$ cat config.mk
export PLATFORM = sky130hd
export DESIGN_NAME = exc_seq_top
export DESIGN_NICKNAME = d
export VERILOG_FILES = /design/src/rtl/exc_seq_pkg.sv /design/src/rtl/exc_seq_fsm.sv /design/src/rtl/exc_seq_dp.sv /design/src/rtl/exc_seq_memport.sv /design/src/rtl/exc_seq_top.sv
export SDC_FILE = /design/constraint.sdc
export NUM_CORES = 1
export LEC_CHECK = 0
export BUFFER_PORTS_ARGS = -buffer_cell sky130_fd_sc_hd__buf_2
export CORE_MARGIN = 2
export CORE_UTILIZATION = 46
export CTS_BUF_LIST = sky130_fd_sc_hd__clkbuf_4
export DETAILED_ROUTE_END_ITERATION = 12
export GPL_ROUTABILITY_DRIVEN = 0
export MAX_ROUTING_LAYER = met4
export PLACE_DENSITY = 0.75
export SYNTH_ARGS = -nofsm -noshare
export SYNTH_HDL_FRONTEND = slang
export SYNTH_SLANG_ARGS = --single-unit
$ cat constraint.sdc
create_clock -name clk -period 6.9 [get_ports clk]
set_clock_uncertainty 0.05 [all_clocks]
set_input_delay 0.345 -clock clk [delete_from_list [all_inputs] [get_ports clk]]
set_output_delay 0.345 -clock clk [all_outputs]
set_load 0.1 [all_outputs]
$ cat src/rtl/exc_seq_pkg.sv
package exc_seq_pkg;

  typedef enum logic [4:0] {
    ST_IDLE,
    ST_RV_SSPH, ST_RV_SSPL, ST_RV_PCH, ST_RV_PCL,
    ST_VEC_H, ST_VEC_L,
    ST_PSH_PCL, ST_PSH_PCH, ST_PSH_SR,
    ST_PSH_IR, ST_PSH_ALO, ST_PSH_AHI, ST_PSH_INFO,
    ST_LOAD_PC,
    ST_POP_SR, ST_POP_PCH, ST_POP_PCL
  } step_e;

  function automatic logic step_is_mem(step_e s);
    return !(s == ST_IDLE || s == ST_LOAD_PC);
  endfunction

  function automatic logic step_is_push(step_e s);
    return (s == ST_PSH_PCL) || (s == ST_PSH_PCH) || (s == ST_PSH_SR) ||
           (s == ST_PSH_IR)  || (s == ST_PSH_ALO) || (s == ST_PSH_AHI) ||
           (s == ST_PSH_INFO);
  endfunction

  function automatic logic step_is_pop(step_e s);
    return (s == ST_POP_SR) || (s == ST_POP_PCH) || (s == ST_POP_PCL);
  endfunction

endpackage

$ cat src/rtl/exc_seq_fsm.sv
module exc_seq_fsm
  import exc_seq_pkg::*;
(
  input  logic  clk,
  input  logic  rst,
  input  logic  exc_req,
  input  logic  exc_sev,
  input  logic  ret_req,
  input  logic  s_bit,
  input  logic  acc,
  output step_e step,
  output logic  start_exc,
  output logic  busy,
  output logic  done,
  output logic  priv_err
);

  step_e state_q, state_d;
  logic  sev_q;
  logic  idle;

  assign idle      = (state_q == ST_IDLE);
  assign start_exc = idle && exc_req;
  assign step      = state_q;
  assign busy      = !idle;

  always_comb begin
    state_d = state_q;
    unique case (state_q)
      ST_IDLE: begin
        if (exc_req)               state_d = ST_VEC_H;
        else if (ret_req && s_bit) state_d = ST_POP_SR;
      end
      ST_RV_SSPH:  if (acc) state_d = ST_RV_SSPL;
      ST_RV_SSPL:  if (acc) state_d = ST_RV_PCH;
      ST_RV_PCH:   if (acc) state_d = ST_RV_PCL;
      ST_RV_PCL:   if (acc) state_d = ST_IDLE;
      ST_VEC_H:    if (acc) state_d = ST_VEC_L;
      ST_VEC_L:    if (acc) state_d = ST_PSH_PCL;
      ST_PSH_PCL:  if (acc) state_d = ST_PSH_PCH;
      ST_PSH_PCH:  if (acc) state_d = ST_PSH_SR;
      ST_PSH_SR:   if (acc) state_d = sev_q ? ST_PSH_IR : ST_LOAD_PC;
      ST_PSH_IR:   if (acc) state_d = ST_PSH_ALO;
      ST_PSH_ALO:  if (acc) state_d = ST_PSH_AHI;
      ST_PSH_AHI:  if (acc) state_d = ST_PSH_INFO;
      ST_PSH_INFO: if (acc) state_d = ST_LOAD_PC;
      ST_LOAD_PC:  state_d = ST_IDLE;
      ST_POP_SR:   if (acc) state_d = ST_POP_PCH;
      ST_POP_PCH:  if (acc) state_d = ST_POP_PCL;
      ST_POP_PCL:  if (acc) state_d = ST_IDLE;
      default:     state_d = ST_IDLE;
    endcase
  end

  always_ff @(posedge clk) begin
    if (rst) begin
      state_q  <= ST_RV_SSPH;
      sev_q    <= 1'b0;
      done     <= 1'b0;
      priv_err <= 1'b0;
    end else begin
      state_q  <= state_d;
      if (start_exc) sev_q <= exc_sev;
      done     <= (state_q == ST_LOAD_PC) ||
                  (acc && (state_q == ST_RV_PCL || state_q == ST_POP_PCL));
      priv_err <= idle && !exc_req && ret_req && !s_bit;
    end
  end

  assert_reset_load_R1: assert property (@(posedge clk) disable iff (rst)
    $past(rst) |-> state_q == ST_RV_SSPH);

  assert_done_pulse_R9: assert property (@(posedge clk) disable iff (rst)
    done |=> !done);

  assert_done_idle_R9: assert property (@(posedge clk) disable iff (rst)
    done |-> !busy);

  assert_exc_first_R11: assert property (@(posedge clk) disable iff (rst)
    (idle && exc_req) |=> state_q == ST_VEC_H);

endmodule

$ cat src/rtl/exc_seq_dp.sv
module exc_seq_dp
  import exc_seq_pkg::*;
#(
  parameter int          DATA_W   = 16,
  parameter int          ADDR_W   = 24,
  parameter int          VEC_W    = 8,
  parameter int          S_BIT    = 13,
  parameter int          T_BIT    = 15,
  parameter logic [15:0] RESET_SR = 16'h2700
) (
  input  logic                clk,
  input  logic                rst,
  input  step_e               step,
  input  logic                acc,
  input  logic                start_exc,
  input  logic [VEC_W-1:0]    exc_vec,
  input  logic [2*DATA_W-1:0] exc_fault_addr,
  input  logic [DATA_W-1:0]   exc_fault_info,
  input  logic [DATA_W-1:0]   exc_ir,
  input  logic                upd_en,
  input  logic [2*DATA_W-1:0] upd_pc,
  input  logic [DATA_W-1:0]   upd_sr,
  input  logic [DATA_W-1:0]   mem_rdata,
  output logic [ADDR_W-1:0]   addr_c,
  output logic                we_c,
  output logic [DATA_W-1:0]   wdata_c,
  output logic [2*DATA_W-1:0] pc_q,
  output logic [DATA_W-1:0]   sr_q,
  output logic [2*DATA_W-1:0] ssp_q
);

  localparam int                LW     = 2 * DATA_W;
  localparam int                WB     = DATA_W / 8;
  localparam logic [ADDR_W-1:0] WB_A   = ADDR_W'(WB);
  localparam logic [LW-1:0]     WB_L   = LW'(WB);
  localparam int                VSHIFT = $clog2(2 * WB);

  logic [DATA_W-1:0] tmp_sr_q;
  logic [LW-1:0]     hnd_q;
  logic [LW-1:0]     fa_q;
  logic [DATA_W-1:0] info_q;
  logic [DATA_W-1:0] ir_q;
  logic [VEC_W-1:0]  vec_q;
  logic [ADDR_W-1:0] vec_base;

  assign vec_base = ADDR_W'(vec_q) << VSHIFT;

  always_comb begin
    addr_c  = '0;
    we_c    = step_is_push(step);
    wdata_c = '0;
    unique case (step)
      ST_RV_SSPH:  addr_c = '0;
      ST_RV_SSPL:  addr_c = WB_A;
      ST_RV_PCH:   addr_c = WB_A * 2;
      ST_RV_PCL:   addr_c = WB_A * 3;
      ST_VEC_H:    addr_c = vec_base;
      ST_VEC_L:    addr_c = vec_base + WB_A;
      ST_POP_SR, ST_POP_PCH, ST_POP_PCL:
                   addr_c = ADDR_W'(ssp_q);
      default:     addr_c = ADDR_W'(ssp_q) - WB_A;
    endcase
    unique case (step)
      ST_PSH_PCL:  wdata_c = pc_q[DATA_W-1:0];
      ST_PSH_PCH:  wdata_c = pc_q[LW-1:DATA_W];
      ST_PSH_SR:   wdata_c = tmp_sr_q;
      ST_PSH_IR:   wdata_c = ir_q;
      ST_PSH_ALO:  wdata_c = fa_q[DATA_W-1:0];
      ST_PSH_AHI:  wdata_c = fa_q[LW-1:DATA_W];
      ST_PSH_INFO: wdata_c = info_q;
      default:     wdata_c = '0;
    endcase
  end

  always_ff @(posedge clk) begin
    if (rst) begin
      pc_q     <= '0;
      sr_q     <= RESET_SR;
      ssp_q    <= '0;
      tmp_sr_q <= '0;
      hnd_q    <= '0;
      fa_q     <= '0;
      info_q   <= '0;
      ir_q     <= '0;
      vec_q    <= '0;
    end else begin
      if (start_exc) begin
        tmp_sr_q    <= sr_q;
        sr_q[S_BIT] <= 1'b1;
        sr_q[T_BIT] <= 1'b0;
        vec_q       <= exc_vec;
        fa_q        <= exc_fault_addr;
        info_q      <= exc_fault_info;
        ir_q        <= exc_ir;
      end else if (step == ST_IDLE && upd_en) begin
        pc_q <= upd_pc;
        sr_q <= upd_sr;
      end
      if (step == ST_LOAD_PC) pc_q <= hnd_q;
      if (acc) begin
        if (step_is_push(step)) ssp_q <= ssp_q - WB_L;
        if (step_is_pop(step))  ssp_q <= ssp_q + WB_L;
        unique case (step)
          ST_RV_SSPH: ssp_q[LW-1:DATA_W] <= mem_rdata;
          ST_RV_SSPL: ssp_q[DATA_W-1:0]  <= mem_rdata;
          ST_RV_PCH:  pc_q[LW-1:DATA_W]  <= mem_rdata;
          ST_RV_PCL:  pc_q[DATA_W-1:0]   <= mem_rdata;
          ST_VEC_H:   hnd_q[LW-1:DATA_W] <= mem_rdata;
          ST_VEC_L:   hnd_q[DATA_W-1:0]  <= mem_rdata;
          ST_POP_SR:  sr_q               <= mem_rdata;
          ST_POP_PCH: pc_q[LW-1:DATA_W]  <= mem_rdata;
          ST_POP_PCL: pc_q[DATA_W-1:0]   <= mem_rdata;
          default: ;
        endcase
      end
    end
  end

  assert_push_supervisor_R2: assert property (@(posedge clk) disable iff (rst)
    step_is_push(step) |-> (sr_q[S_BIT] && !sr_q[T_BIT]));

  assert_push_moves_down_R4: assert property (@(posedge clk) disable iff (rst)
    (acc && step_is_push(step)) |=> ssp_q == $past(ssp_q) - WB_L);

endmodule

$ cat src/rtl/exc_seq_memport.sv
module exc_seq_memport #(
  parameter int DATA_W = 16,
  parameter int ADDR_W = 24
) (
  input  logic              clk,
  input  logic              rst,
  input  logic              want,
  input  logic [ADDR_W-1:0] addr_c,
  input  logic              we_c,
  input  logic [DATA_W-1:0] wdata_c,
  input  logic              mem_rdy,
  output logic              mem_req,
  output logic              mem_we,
  output logic [ADDR_W-1:0] mem_addr,
  output logic [DATA_W-1:0] mem_wdata,
  output logic              acc
);

  assign acc = mem_req && mem_rdy;

  always_ff @(posedge clk) begin
    if (rst) begin
      mem_req   <= 1'b0;
      mem_we    <= 1'b0;
      mem_addr  <= '0;
      mem_wdata <= '0;
    end else if (acc) begin
      mem_req <= 1'b0;
      mem_we  <= 1'b0;
    end else if (!mem_req && want) begin
      mem_req   <= 1'b1;
      mem_we    <= we_c;
      mem_addr  <= addr_c;
      mem_wdata <= wdata_c;
    end
  end

  assert_req_hold_R8: assert property (@(posedge clk) disable iff (rst)
    (mem_req && !mem_rdy) |=> (mem_req && $stable(mem_addr) &&
                               $stable(mem_we) && $stable(mem_wdata)));

endmodule

$ cat src/rtl/exc_seq_top.sv
module exc_seq_top
  import exc_seq_pkg::*;
#(
  parameter int          DATA_W   = 16,
  parameter int          ADDR_W   = 24,
  parameter int          VEC_W    = 8,
  parameter int          GRP_W    = 2,
  parameter int          SEV_GRP  = 0,
  parameter int          S_BIT    = 13,
  parameter int          T_BIT    = 15,
  parameter logic [15:0] RESET_SR = 16'h2700
) (
  input  logic                clk,
  input  logic                rst,
  input  logic                exc_req,
  input  logic [GRP_W-1:0]    exc_grp,
  input  logic [VEC_W-1:0]    exc_vec,
  input  logic [2*DATA_W-1:0] exc_fault_addr,
  input  logic [DATA_W-1:0]   exc_fault_info,
  input  logic [DATA_W-1:0]   exc_ir,
  input  logic                ret_req,
  input  logic                upd_en,
  input  logic [2*DATA_W-1:0] upd_pc,
  input  logic [DATA_W-1:0]   upd_sr,
  output logic                mem_req,
  output logic                mem_we,
  output logic [ADDR_W-1:0]   mem_addr,
  output logic [DATA_W-1:0]   mem_wdata,
  input  logic [DATA_W-1:0]   mem_rdata,
  input  logic                mem_rdy,
  output logic [2*DATA_W-1:0] pc_o,
  output logic [DATA_W-1:0]   sr_o,
  output logic [2*DATA_W-1:0] ssp_o,
  output logic                busy,
  output logic                done,
  output logic                priv_err
);

  step_e             step;
  logic              acc;
  logic              start_exc;
  logic              exc_sev;
  logic [ADDR_W-1:0] addr_c;
  logic              we_c;
  logic [DATA_W-1:0] wdata_c;

  assign exc_sev = (exc_grp == GRP_W'(SEV_GRP));

  exc_seq_fsm u_fsm (
    .clk       (clk),
    .rst       (rst),
    .exc_req   (exc_req),
    .exc_sev   (exc_sev),
    .ret_req   (ret_req),
    .s_bit     (sr_o[S_BIT]),
    .acc       (acc),
    .step      (step),
    .start_exc (start_exc),
    .busy      (busy),
    .done      (done),
    .priv_err  (priv_err)
  );

  exc_seq_dp #(
    .DATA_W   (DATA_W),
    .ADDR_W   (ADDR_W),
    .VEC_W    (VEC_W),
    .S_BIT    (S_BIT),
    .T_BIT    (T_BIT),
    .RESET_SR (RESET_SR)
  ) u_dp (
    .clk            (clk),
    .rst            (rst),
    .step           (step),
    .acc            (acc),
    .start_exc      (start_exc),
    .exc_vec        (exc_vec),
    .exc_fault_addr (exc_fault_addr),
    .exc_fault_info (exc_fault_info),
    .exc_ir         (exc_ir),
    .upd_en         (upd_en),
    .upd_pc         (upd_pc),
    .upd_sr         (upd_sr),
    .mem_rdata      (mem_rdata),
    .addr_c         (addr_c),
    .we_c           (we_c),
    .wdata_c        (wdata_c),
    .pc_q           (pc_o),
    .sr_q           (sr_o),
    .ssp_q          (ssp_o)
  );

  exc_seq_memport #(
    .DATA_W (DATA_W),
    .ADDR_W (ADDR_W)
  ) u_mem (
    .clk       (clk),
    .rst       (rst),
    .want      (step_is_mem(step)),
    .addr_c    (addr_c),
    .we_c      (we_c),
    .wdata_c   (wdata_c),
    .mem_rdy   (mem_rdy),
    .mem_req   (mem_req),
    .mem_we    (mem_we),
    .mem_addr  (mem_addr),
    .mem_wdata (mem_wdata),
    .acc       (acc)
  );

  assert_access_in_seq_R9: assert property (@(posedge clk) disable iff (rst)
    mem_req |-> busy);

  assert_write_supervisor_R2: assert property (@(posedge clk) disable iff (rst)
    mem_we |-> sr_o[S_BIT]);

  assert_priv_quiet_R7: assert property (@(posedge clk) disable iff (rst)
    priv_err |-> (!busy && !mem_req));

endmodule

==> results by stage <==
Synthesis:
- The cell area that synthesis handed to floorplanning was approximately 13000 µm².
- The count of flip-flops with a built-in enable after synthesis is 0.
- In the synthesized netlist the dominant register cell turns out to be sky130_fd_sc_hd__dfxtp_1.
- For this run, asynchronously set or reset flops after synthesis account for 0%.
- The number of instances in the synthesized netlist is 1755.
- The area share of the largest cell type after synthesis is 39.18%.
- The count of distinct cell types in the synthesized netlist is 67.
- After synthesis the netlist holds a flip-flop and latch count of 250.
- The cell type contributing the most total cell area after synthesis is sky130_fd_sc_hd__dfxtp_1.
- Of the synthesized area, sequential elements account for about two fifths.
- Counting every net in the synthesized netlist gives 1901.
- Sorting the synthesized cells by area gives the leading types as sky130_fd_sc_hd__dfxtp_1 39%, sky130_fd_sc_hd__nand2_1 12%, sky130_fd_sc_hd__a21oi_1 8.0%.
- For this run, the number of Yosys warnings is 0.
- A synthesized cell averages 7.278 µm².

Worst setup path:
- The critical path class is register to register.
- The startpoint of the lowest-slack register-to-register path is u_fsm.step[1]$_SDFFE_PP0P_.
- The beginning of the critical path is u_fsm.step[1]$_SDFFE_PP0P_.
- In this run the worst path has a maximum fanout of 43.
- The gate family responsible for the most delay along the worst path is simple AND/OR/NAND/NOR gates.
- Counting both buffers and inverters, the worst setup path holds a total of 1.
- The worst setup path is captured at a register.
- The logic depth of the worst setup path including buffers is 12.
- The internal reg-to-reg setup slack is roughly 2600 ps.
- The critical path goes through and3_1 > a21oi_2 > buf_4 > xnor2_1 > ha_1 > nor4_1 > nand4_1 > mux2i_1 > a211oi_2 > mux2i_1 > or4_1 > a31oi_1.
- The data arrival at the endpoint of the critical path is just under 5000 ps.
- For the worst setup path, the data required time is ~7400 ps.
- The largest individual stage delay along the critical path comes from the cell sky130_fd_sc_hd__dfxtp_1.
- The most common cell type on the critical path is sky130_fd_sc_hd__mux2i_1.
- The capturing point of the worst reg2reg path is u_dp.ssp_q[27]$_SDFFE_PP0P_.
- The largest single stage delay on the critical path is 1000 ps.
- The worst register-to-register path has a depth of 12.
- STA classifies the critical path startpoint as a register.

Timing:
- Setup violations remaining at the end of the flow were counted as 0.
- Hold is met by 19.64 ps.
- The maximum operating frequency is 0.2307 GHz.
- The final count of pins violating max slew was 0.
- The number of hold violations in the final report came to 0.
- The time the worst path needs with I/O delays and setup is 4334 ps.
- After layout, the worst path uses 62.81% of the clock period.
- For the pin with the worst max-slew slack, the measured transition is about 1200 ps.
- Summed over all failing endpoints, the final setup total negative slack is 0 ps.
- Setup repair after global routing left no endpoint under its margin.
- The remaining max-slew budget at the tightest pin is 17.97%.
- The final worst-path setup slack is 2566 ps.

Floorplan:
- 269 I/O pins were placed.
- For this configuration, the core starts out at a cell density of between 40% and 50%.
- The standard-cell row count is 61.
- From left edge to right edge, the die measures about 170 µm.
- The total die area is 29120 µm².
- The y dimension of the die is 170.6 µm.
- The placeable core region is 27550 µm².

Power:
- After layout, the design draws a total of 7.044 mW.
- The combinational fraction of design power is 52.6%.
- For this design the ratio of total power to cell area is ~440 nW/µm².
- The clock group share of total power is 19.3%.
- Of the total power, the share spent switching nets is 50.48%.
- The worst-case IR drop observed on VDD is 0.1958 mV.
- The net switching power is 3.556 mW.
- The internal portion of the total power is 3.488 mW.
- Summed over all cells, the static leakage comes to 6.519 nW.
- Registers are responsible for 28.0% of the overall power.

GRT:
- The total global routing overflow is 0.
- The number of global-route vias before repair is 13.90k.
- The initial antenna violation count is 1.
- Global routing used 34.14% of the available tracks.
- The maximum number of pins on one net before global-route repair is 127.
- The first global-routing pass estimated 76000 µm of wire.

Finish:
- In the layout the commonest cells are 411 x sky130_fd_sc_hd__nand2_1, 267 x sky130_fd_sc_hd__buf_2, 250 x sky130_fd_sc_hd__dfxtp_1, 203 x sky130_fd_sc_hd__a21oi_1, 177 x sky130_fd_sc_hd__nor2_1.
- In the final layout, the share of cells above drive strength 1 is 19.95%.
- After the flow finishes, the layout carries non-filler instances totaling 2490.
- The net count of the finished layout is 2216.
- Fill cells in the final layout number 2515.
- Compared with the post-synthesis result, the final layout area differs by 26.44%.
- The library cell used most frequently in the layout, excluding fill and tap cells, is sky130_fd_sc_hd__nand2_1.

Clocking:
- TritonCTS built the clock tree.
- The cell sitting at the root of the clock tree is a sky130_fd_sc_hd__clkbuf_4.
- The total clock buffers created by CTS is 69.
- The clock sink count is 250.
- The number of setup buffers added after CTS is 0.
- The H-tree depth is 3.
- At the later pin of the worst-skew pair, clock insertion delay measures 690 ps.
- After clock tree synthesis, the clock-pin slew on the worst setup and hold paths is 60 ps.
- The worst-case clock buffer depth is 3.

Hold path:
- The beginning of the worst hold path is upd_pc[19].
- The worst hold path was traced through 5 stages.
- The tightest min-delay check is of the input pin to register type.
- The worst hold path terminates at u_dp.pc_q[19]$_SDFF_PP0_.

Routing:
- Once detail routing completed, the nets flagged for antenna violations numbered 0.
- For this block, the routed nets add up to just under 50000 µm of wire.
- Summing over every cut layer, the via total after detailed routing is 15.01k.
- The detailed router used layers up to and including met4.
- The wire length per cell is ~20 µm.
- The count of TritonRoute iterations in the first routing pass is 9.
- After detailed routing, the wire length on met1 is 18880 µm.
- After detailed routing, the met3 layer carries 5272 µm of wire.
- For this block, the initial DRC count from the detailed router was 1929.
- The routed design uses ~23000 µm of met2 wire.
- The per-cell via count in the routed design is 6.029.
- The number of design rule violations left after detail routing is 0.

Place:
- In this run the tool buffered the top-level ports with between 200 and 300 buffer cells.
- The worst slack at placement is approximately 2800 ps.
- Once detailed placement completed, the half-perimeter wirelength came to 32410 µm.
- The number of placed cells counting well taps is 2266.

Run status:
- The flow ran to the end, and the final reports show no timing, DRC or antenna violations.

Flow run:
- The tool flagged a number of max-cap violations equal to 0.
[flip-flops by register name, summed over array words and instances (netlist names)]
name / cells
u_dp.vec_q: 8
u_fsm.priv_err: 1
u_mem.mem_addr: 24
u_dp.ssp_q: 32
u_mem.mem_req: 1
u_dp.sr_q: 16
u_mem.mem_wdata: 16
u_dp.hnd_q: 32
u_dp.pc_q: 32
u_fsm.done: 1
u_dp.ir_q: 16
u_dp.info_q: 16
u_dp.tmp_sr_q: 16
u_fsm.sev_q: 1
u_dp.fa_q: 32
u_fsm.step: 5
u_mem.mem_we: 1
[timing repair]
| item | 4_1_cts | 5_1_grt |
|---|---|---|
| hold buffers | 111 | 0 |
| endpoints found under the hold margin | 118 | 0 |
| gates resized for setup | 0 | 0 |
[metrics by stage]
| step | instance area, µm² | utilization (%) |
|---|---|---|
| 5_1_grt | 16150 | 58.62 |
| 3_3_place_gp | 14190 | 51.49 |
| 2_1_floorplan | 12770 | - |
| 4_1_cts | 16150 | 58.60 |
| 3_5_place_dp | 14190 | 51.49 |
| 6_report | 16150 | 58.62 |
[power groups by stage]
stage / clock, mW / sequential [mW] / combinational (mW)
3_3_place_gp: 0 / 1.98 / 3.53
3_5_place_dp: 0 / 1.99 / 3.59
5_1_grt: 1.46 / 2.01 / 3.98
6_report: 1.36 / 1.97 / 3.71
2_1_floorplan: 0 / 2.66 / 2.16
4_1_cts: 1.38 / 1.96 / 3.65
[per-layer routing]
| metal | vias to the layer above | global-route usage (%) |
|---|---|---|
| met5 | - | - |
| met2 | 990 | 52.37 |
| met1 | 6924 | 42.62 |
| met3 | 171 | 6.246 |
| li1 | 6927 | - |
| met4 | 0 | 18.62 |
[synth_stat cells (4+ instances only)]
cell type and instances:
sky130_fd_sc_hd__buf_4 6, sky130_fd_sc_hd__o21ai_0 46, sky130_fd_sc_hd__buf_1 7, sky130_fd_sc_hd__a22o_1 13, sky130_fd_sc_hd__nor4_1 29, sky130_fd_sc_hd__a21o_1 5, sky130_fd_sc_hd__xnor2_1 8, sky130_fd_sc_hd__o221ai_1 4
sky130_fd_sc_hd__nand2b_1 11, sky130_fd_sc_hd__clkbuf_1 124, sky130_fd_sc_hd__mux2i_1 23, sky130_fd_sc_hd__a211oi_1 14, sky130_fd_sc_hd__nor3_1 49, sky130_fd_sc_hd__and2_1 7, sky130_fd_sc_hd__nand4_1 19, sky130_fd_sc_hd__a211o_1 6
sky130_fd_sc_hd__a222oi_1 16, sky130_fd_sc_hd__a31oi_1 7, sky130_fd_sc_hd__a21oi_1 204, sky130_fd_sc_hd__inv_1 8, sky130_fd_sc_hd__nand3_1 52, sky130_fd_sc_hd__buf_2 24, sky130_fd_sc_hd__dfxtp_1 250, sky130_fd_sc_hd__a221oi_1 26
sky130_fd_sc_hd__a311oi_1 31, sky130_fd_sc_hd__nor3b_1 4, sky130_fd_sc_hd__nor2b_1 9, sky130_fd_sc_hd__nor2_1 177, sky130_fd_sc_hd__or4_1 15, sky130_fd_sc_hd__a22oi_1 63, sky130_fd_sc_hd__or3_1 14, sky130_fd_sc_hd__nand2_1 412
sky130_fd_sc_hd__and3_1 14, sky130_fd_sc_hd__o31ai_1 9
[cell type report]
| cell class | instances | area (µm²) | area share [%] |
|---|---|---|---|
| clock inverter | 15 | 127.6 | 0.7902 |
| timing repair buffer | 406 | 2661 | 16.48 |
| sequential | 250 | 5005 | 30.99 |
| tap | 378 | 473.0 | 2.928 |
| inverter | 8 | 30.03 | 0.1859 |
| multi-input combinational | 1335 | 7128 | 44.14 |
| antenna | 2 | 5.005 | 0.03099 |
| clock buffer | 96 | 720.7 | 4.462 |
[worst register-to-register path, stage by stage (launching register included)]
cell and delay (ps):
sky130_fd_sc_hd__dfxtp_1 1000, sky130_fd_sc_hd__and3_1 370, sky130_fd_sc_hd__a21oi_2 70, sky130_fd_sc_hd__buf_4 280, sky130_fd_sc_hd__xnor2_1 180, sky130_fd_sc_hd__ha_1 290, sky130_fd_sc_hd__nor4_1 520, sky130_fd_sc_hd__nand4_1 270
sky130_fd_sc_hd__mux2i_1 360, sky130_fd_sc_hd__a211oi_2 100, sky130_fd_sc_hd__mux2i_1 150, sky130_fd_sc_hd__or4_1 420, sky130_fd_sc_hd__a31oi_1 170
[cells by family after synthesis]
logic type | after synthesis | share of synthesized area [%]
fa+ha+maj | 2 | 0.1959
xor+xnor | 10 | 0.6857
mux | 26 | 2.067
simple gates | 829 | 28.58
buf+inv | 170 | 5.466
flops | 250 | 39.18
compound gates | 468 | 23.82
[worst max path at each step]
stage | endpoint | slack [ps]
2_1_floorplan | u_dp.ssp_q[27]$_SDFFE_PP0P_ | 3180
3_3_place_gp | u_dp.ssp_q[27]$_SDFFE_PP0P_ | 2930
3_5_place_dp | u_dp.ssp_q[27]$_SDFFE_PP0P_ | 2770
4_1_cts | u_dp.ssp_q[27]$_SDFFE_PP0P_ | 2700
5_1_grt | u_dp.ssp_q[27]$_SDFFE_PP0P_ | 2230
6_report | u_dp.ssp_q[27]$_SDFFE_PP0P_ | 2570
(Power assumes the default switching activity.)
